<file path="config.mk">
export PLATFORM = sky130hd
export DESIGN_NAME = lda_align_ext
export DESIGN_NICKNAME = d
export VERILOG_FILES = /design/src/rtl/lda_pkg.sv /design/src/rtl/lda_shift.sv /design/src/rtl/lda_extend.sv /design/src/rtl/lda_align_ext.sv
export SDC_FILE = /design/constraint.sdc
export NUM_CORES = 1
export LEC_CHECK = 0
export ABC_AREA = 0
export BUFFER_PORTS_ARGS = -buffer_cell sky130_fd_sc_hd__buf_2
export CAP_MARGIN = 20
export CORE_MARGIN = 1
export CORE_UTILIZATION = 40
export DETAILED_ROUTE_END_ITERATION = 10
export MAX_ROUTING_LAYER = met4
export PLACE_DENSITY = 0.72
export SYNTH_ARGS = -nofsm -noshare
export SYNTH_HDL_FRONTEND = slang
export SYNTH_SLANG_ARGS = --single-unit
export TNS_END_PERCENT = 20
</file>
<file path="constraint.sdc">
create_clock -name vclk -period 3.25
set_input_delay 0.4875 -clock vclk [all_inputs]
set_output_delay 0.4875 -clock vclk [all_outputs]
set_load 0.02 [all_outputs]
</file>
<file path="src/rtl/lda_pkg.sv">
package lda_pkg;
  localparam int BYTE_W = 8;

  typedef enum logic [2:0] {
    LK_SB  = 3'd0,
    LK_SH  = 3'd1,
    LK_SW  = 3'd2,
    LK_DW  = 3'd3,
    LK_UB  = 3'd4,
    LK_UH  = 3'd5,
    LK_UW  = 3'd6,
    LK_BAD = 3'd7
  } load_kind_e;
endpackage

</file>
<file path="src/rtl/lda_shift.sv">
module lda_shift #(
  parameter int DATA_W = 64,
  localparam int NB    = DATA_W / lda_pkg::BYTE_W,
  localparam int OFF_W = $clog2(NB)
) (
  input  logic [DATA_W-1:0] data_i,
  input  logic [OFF_W-1:0]  off_i,
  output logic [DATA_W-1:0] shifted_o
);
  localparam int BW = lda_pkg::BYTE_W;

  // one byte-lane mux per output lane; lanes past the top fill with zero
  for (genvar g = 0; g < NB; g++) begin : g_lane
    always_comb begin
      shifted_o[g*BW +: BW] = '0;
      for (int j = 0; j < NB; j++) begin
        if (int'(off_i) == j && (g + j) < NB)
          shifted_o[g*BW +: BW] = data_i[((g + j) % NB)*BW +: BW];
      end
    end
  end

  always_comb begin
    AST_LOW_BYTE: assert (shifted_o[BW-1:0] == data_i[{off_i, 3'b000} +: BW]);
    AST_TOP_FILL: assert ((shifted_o >> (DATA_W - BW*int'(off_i))) == '0 || off_i == '0);
  end
endmodule

</file>
<file path="src/rtl/lda_extend.sv">
module lda_extend #(
  parameter int DATA_W = 64
) (
  input  logic [DATA_W-1:0]     src_i,
  input  lda_pkg::load_kind_e   kind_i,
  input  logic                  fp_dst_i,
  output logic [DATA_W-1:0]     res_o
);
  import lda_pkg::*;

  always_comb begin
    unique case (kind_i)
      LK_SB:   res_o = {{(DATA_W-8){src_i[7]}}, src_i[7:0]};
      LK_SH:   res_o = {{(DATA_W-16){src_i[15]}}, src_i[15:0]};
      LK_SW:   res_o = fp_dst_i ? src_i : {{(DATA_W-32){src_i[31]}}, src_i[31:0]};
      LK_DW:   res_o = src_i;
      LK_UB:   res_o = {{(DATA_W-8){1'b0}}, src_i[7:0]};
      LK_UH:   res_o = {{(DATA_W-16){1'b0}}, src_i[15:0]};
      LK_UW:   res_o = {{(DATA_W-32){1'b0}}, src_i[31:0]};
      default: res_o = '0;
    endcase
  end

  always_comb begin
    AST_SB_SIGN: assert (kind_i != LK_SB || res_o[DATA_W-1:8] == {(DATA_W-8){src_i[7]}});
    AST_SH_SIGN: assert (kind_i != LK_SH || res_o[DATA_W-1:16] == {(DATA_W-16){src_i[15]}});
    AST_SW_SIGN: assert (kind_i != LK_SW || fp_dst_i || res_o[DATA_W-1:32] == {(DATA_W-32){src_i[31]}});
    AST_SW_FP:   assert (kind_i != LK_SW || !fp_dst_i || res_o == src_i);
    AST_DW_PASS: assert (kind_i != LK_DW || res_o == src_i);
    AST_UNS_TOP: assert (!(kind_i inside {LK_UB, LK_UH, LK_UW}) || res_o[DATA_W-1:32] == '0);
    AST_BAD_ZERO: assert (kind_i != LK_BAD || res_o == '0);
  end
endmodule

</file>
<file path="src/rtl/lda_align_ext.sv">
module lda_align_ext #(
  parameter int DATA_W = 64,
  localparam int OFF_W = $clog2(DATA_W / lda_pkg::BYTE_W)
) (
  input  logic [DATA_W-1:0] data_i,
  input  logic [OFF_W-1:0]  addr_lo_i,
  input  logic [2:0]        kind_i,
  input  logic              fp_dst_i,
  output logic [DATA_W-1:0] result_o
);
  logic [DATA_W-1:0] aligned;
  lda_pkg::load_kind_e kind;

  assign kind = lda_pkg::load_kind_e'(kind_i);

  lda_shift #(.DATA_W(DATA_W)) u_shift (
    .data_i   (data_i),
    .off_i    (addr_lo_i),
    .shifted_o(aligned)
  );

  lda_extend #(.DATA_W(DATA_W)) u_extend (
    .src_i   (aligned),
    .kind_i  (kind),
    .fp_dst_i(fp_dst_i),
    .res_o   (result_o)
  );

  always_comb begin
    AST_DW_ZERO_OFF: assert (!(kind_i == 3'd3 && addr_lo_i == '0) || result_o == data_i);
  end
endmodule

</file>
Word-level counts from Yosys, hierarchy flattened
Index checks and enable logic that the tools add are counted.

cells by class
  eq/ne operators = 13
  mux-type cells = 38
  reductions and logical operators = 2

operators by type and width
  kind                  count
  $pmux W64 S7          1
  $mux W8               36
  $mux W64              1
  $eq A3 B3 Y1 const B  7
  $eq A3 B2 Y1 const B  4
  $eq A3 B1 Y1 const B  2
  $logic_not A3 Y1      2

word-level totals
  bits in registers = 0
  output and inout port bits = 64
  input bits = 71
  word-level logic and storage cells = 53

Depth between registers and ports, before layout
  word-level depth = 11
  gate-level depth with buffers = 9
  mapped depth without buffers = 5

Modules after synthesis
A second synthesis with hierarchy kept.

unflattened totals
  cell total of the unflattened synthesis = 462
  area, all modules = 2897.8 um^2

by module, submodules not included
  module      area an instance (um^2)  seq. area each (um^2)  instances  cells each
  lda_shift   2092.0                   0.0                    1          341
  lda_extend  805.8                    0.0                    1          121

Least setup slack after synthesis
OpenSTA, ideal clock, no wires.

  path type = input-to-output
  from = input port addr_lo_i[0]
  to = output port result_o[55]
  cell stages on the path = 6
  buffers on the path = 2
  path slack = 678 ps
  data arrival time = 2084 ps
  required time = 2762 ps
  cells stage by stage = buf_4 -> o32a_1 -> a21oi_1 -> o311ai_4 -> buf_2 -> o21ai_0

on the way
  cells in the longest elaborated chain, start to end = 10
  elaborated cells on any way between the ends = 32
  those cells by class = eq/ne (7); mux (24); reduce/logical (1)

RTL lines
  element               RTL line            RTL
  from (decl)           lda_align_ext.sv:6  input logic [OFF_W-1:0] addr_lo_i,
  $logic_not A3 Y1      lda_shift.sv:17     if (int'(off_i) == j && (g + j) < NB)
  $mux W8 (8 in a row)  lda_shift.sv:17
  $pmux W64 S7 (*)      lda_extend.sv:12    unique case (kind_i)
  to (decl)             lda_align_ext.sv:9  output logic [DATA_W-1:0] result_o

Mark *: on every way between the ends. The rest lies on a longest branch, timed or not.

Final worst setup path
  from = input port addr_lo_i[1]
  to = output port result_o[13]

on the way
  cells in the longest elaborated chain, start to end = 10
  elaborated cells on any way between the ends = 25
  those cells by class = eq/ne (7); mux (17); reduce/logical (1)

RTL lines
  element                              RTL line
  $logic_not A3 Y1                     lda_shift.sv:17
  $mux W8 (7 in a row)                 lda_shift.sv:17
  $mux W64 or $mux W8 (tied branches)  lda_extend.sv:15, lda_shift.sv:17
  $pmux W64 S7 (*)                     lda_extend.sv:12

Marks and branches as above.

==> load_flow_metrics.sql <==
INSERT INTO impl_metrics (metric_group, metric, value, unit) VALUES
('drt', 'drc_violation_count_after_routing', '0', ''),
('cts', 'postCtsSetupRepairBufs', '0', ''),
('final_layout', 'nFlopsAndLatches', '0', ''),
('final_layout', 'antenna_cells', '0', ''),
('drt', 'drt_wl_total', '9.99', 'mm'),
('cts', 'hold_buffers', '0', ''),
('placement', 'port_buffers', '135', ''),
('logic_synthesis', 'post_synth.cell_area_avg', '6.36', 'sq um'),
('final_layout', 'drive_gt1_frac', '0.379', ''),
('drt', 'ant_nets', '0', ''),
('drt', 'via_per_inst', '6.16', ''),
('final_layout', 'final.clkbuf_count', '0', ''),
('placement', 'placedCellCount', '602', ''),
('placement', 'detailed_place_hpwl', '7.46', 'mm'),
('worst_setup_path', 'number_of_buffers_and_inverters_on_the_critical_path', '2', ''),
('worst_setup_path', 'critical_path_required', '2.76', 'ns'),
('power', 'power_density', '193', 'nW/um^2'),
('worst_setup_path', 'end_kind', 'primary output', ''),
('timing', 'timing.fmax', '0.331', 'GHz'),
('worst_hold_path', 'min-delay-path-class', 'input port to primary output', ''),
('logic_synthesis', 'share_of_synthesized_area_occupied_by_flip_flops_and_latches', '0', ''),
('timing', 'tightest_slew', '0.890', 'ns'),
('global_route', 'grt_start_max_net_pins', '74', ''),
('drt', 'drt_iter0_markers', '321', ''),
('timing', 'finalCriticalPeriod', '3.02', 'ns'),
('global_route', 'first_global_vias', '3251', ''),
('timing', 'postLayoutSetupSlackWorst', '0.228', 'ns'),
('final_layout', 'area_growth', '25.6', '%'),
('logic_synthesis', 'yosys_warnings', '0', ''),
('logic_synthesis', 'top_cell_type_by_total_area_after_synthesis', 'a21oi_1', ''),
('logic_synthesis', 'netlist_top_cells_area', 'a21oi_1, mux2i_1, o21ai_2, nor2_1, a211oi_1', ''),
('job', 'reported_max_cap_violation_count', '0', ''),
('logic_synthesis', 'mappedNetlistNets', '491', ''),
('final_layout', 'multi_input_combinational_cell_area', '2410', 'sq um'),
('die', 'io_pins', '135', ''),
('worst_setup_path', 'worst_path_dominant_cell_family', 'simple AND/OR/NAND/NOR gates', ''),
('worst_hold_path', 'min_path_cells', '4', ''),
('final_layout', 'final_area', '3360', 'sq um'),
('worst_setup_path', 'cp.depth', '7', ''),
('drt', 'detail_route.wl_per_cell', '16.6', 'microns'),
('final_layout', 'ff_latch_area', '0', 'sq um'),
('final_layout', 'fill_cells', '647', ''),
('timing', 'report.final.slew_viol_count', '0', ''),
('logic_synthesis', 'syn-instance-count', '420', ''),
('timing', 'number_of_endpoints_failing_setup_at_the_final_stage', '0', ''),
('die', 'design.die.area', '7010', 'sq um'),
('die', 'initial_utilization', '0.418', ''),
('logic_synthesis', 'synth_top_area_frac', '0.105', ''),
('drt', 'dr.pass1.iters', '4', ''),
('final_layout', 'final-instance-count-excl-fill', '602', ''),
('worst_setup_path', 'worst-setup-path-type', 'input port to primary output', ''),
('die', 'die_w', '83.7', 'microns'),
('global_route', 'grt_first_pass_wirelength', '15.9', 'mm'),
('placement', 'dp_slack', '0.264', 'ns'),
('cts', 'cts_resized', '0', ''),
('worst_setup_path', 'critPathLaunchType', 'input port', ''),
('die', 'fp.dieH', '83.7', 'microns'),
('timing', 'setup_total_negative_slack', '0', 'ns'),
('worst_setup_path', 'cp_cell_sequence', 'buf_4 -> mux2_2 -> nor2_1 -> or3_4 -> or2_0 -> o21ai_1 -> buf_2', ''),
('power', 'leakagePower', '1.56', 'nW'),
('timing', 'unrepaired_setup_endpoints_after_global_routing', 'false', ''),
('timing', 'final_hold_viol_count', '0', ''),
('worst_setup_path', 'critical-path-slowest-cell', 'or2_0', ''),
('final_layout', 'fin_nets', '598', ''),
('die', 'core_area', '6390', 'sq um'),
('die', 'core.rowCount', '29', ''),
('worst_setup_path', 'arrival', '2.53', 'ns'),
('global_route', 'initial_antenna_violation_count', '0', ''),
('global_route', 'grt_util_all_layers', '0.277', ''),
('timing', 'worst_slew_margin_rel', '0.405', ''),
('placement', 'gp_routability_congestion', '1.01', ''),
('worst_setup_path', 'cp_max_fo', '28', ''),
('logic_synthesis', 'synth.lib_cells_used.distinct', '47', ''),
('outcome', 'status', 'finished clean', ''),
('placement', 'detailed_place.area', '3360', 'sq um'),
('logic_synthesis', 'cell_area_after_synthesis', '2670', 'sq um'),
('drt', 'vias', '3711', ''),
('power', 'vdd.ir_drop.worst', '0.129', 'mV'),
('worst_setup_path', 'critical-path-max-stage-delay', '0.61', 'ns'),
('global_route', 'grt_overflow', '0', ''),
('timing', 'fin_crit_sh', '0.930', '');
-- per-layer routing --
| layer | global-route usage | vias up | wire length [microns] |
|---|---|---|---|
| li1 | - | 1780 | - |
| met1 | 0.396 | 1719 | 4360 |
| met2 | 0.438 | 198 | 4620 |
| met3 | 0.00890 | 14 | 841 |
| met4 | 0.0539 | 0 | 165 |
| met5 | - | - | 0 |
-- path summary, 6_finish.rpt --
check | slack (ns) | startpoint | endpoint
setup / recovery | 0.23 | addr_lo_i[1] | result_o[13]
hold / removal | 1.38 | data_i[57] | result_o[1]
-- layout by cell type, fill, tap and decap left out, types with 6 or more instances in the layout --
master,instances
mux2_2,14
o21ai_0,23
mux2i_1,27
a211oi_1,21
inv_1,6
o21ai_1,24
nor3_1,12
nand2_1,22
nor2_1,55
buf_2,134
o21ai_2,26
nor2b_1,10
a21oi_1,56
nand2b_1,15
buf_4,16
-- cell usage after synthesis, drive strengths merged --
cell and count:
o21ai 73, a21oi 56, nor2 55, buf 31
mux2i 27, a211oi 22, nand2 22, clkbuf 16
nand2b 15, mux2 14, nor3 12, nor2b 10
inv 6, a221oi 5, a2bb2oi 5, nand3b 5
o22a 5, a21o 4, and3 4, a32oi 3
mux4 3, nand3 3, a21boi 2, a311oi 2
a31oi 2, and2 2, nor3b 2, o211ai 2
or3 2, a22o 1, nor4 1, o21a 1
o221ai 1, o22ai 1, o2bb2ai 1, o311ai 1
o32a 1, o32ai 1, or2 1
-- metrics by stage --
stage	hold slack [ns]	total power [mW]	utilization
6_report	1.38	0.647	0.526
5_1_grt	1.42	0.699	0.526
4_1_cts	1.38	0.643	0.526
3_5_place_dp	1.38	0.640	0.526
3_3_place_gp	1.37	0.636	0.526
2_1_floorplan	1.15	0.436	-
-- final cells by class --
type | count | area share
timing repair buffer | 152 | 0.247
inverter | 6 | 0.00671
multi-input combinational | 367 | 0.717
tap | 77 | 0.0287
-- power by group --
| part | leakage (nW) | internal (mW) | switching [mW] |
|---|---|---|---|
| Sequential | 0 | 0 | 0 |
| Clock | 0 | 0 | 0 |
| Combinational | 1.56 | 0.245 | 0.402 |
-- cells by family after synthesis --
| kind of cell | Yosys count | synth area share |
|---|---|---|
| buffers and inverters | 53 | 0.106 |
| AND/OR/NAND/NOR | 134 | 0.240 |
| AO/OA/AOI/OAI | 189 | 0.469 |
| multiplexers | 44 | 0.185 |
Note: power is estimated with default switching activity, not from simulation.
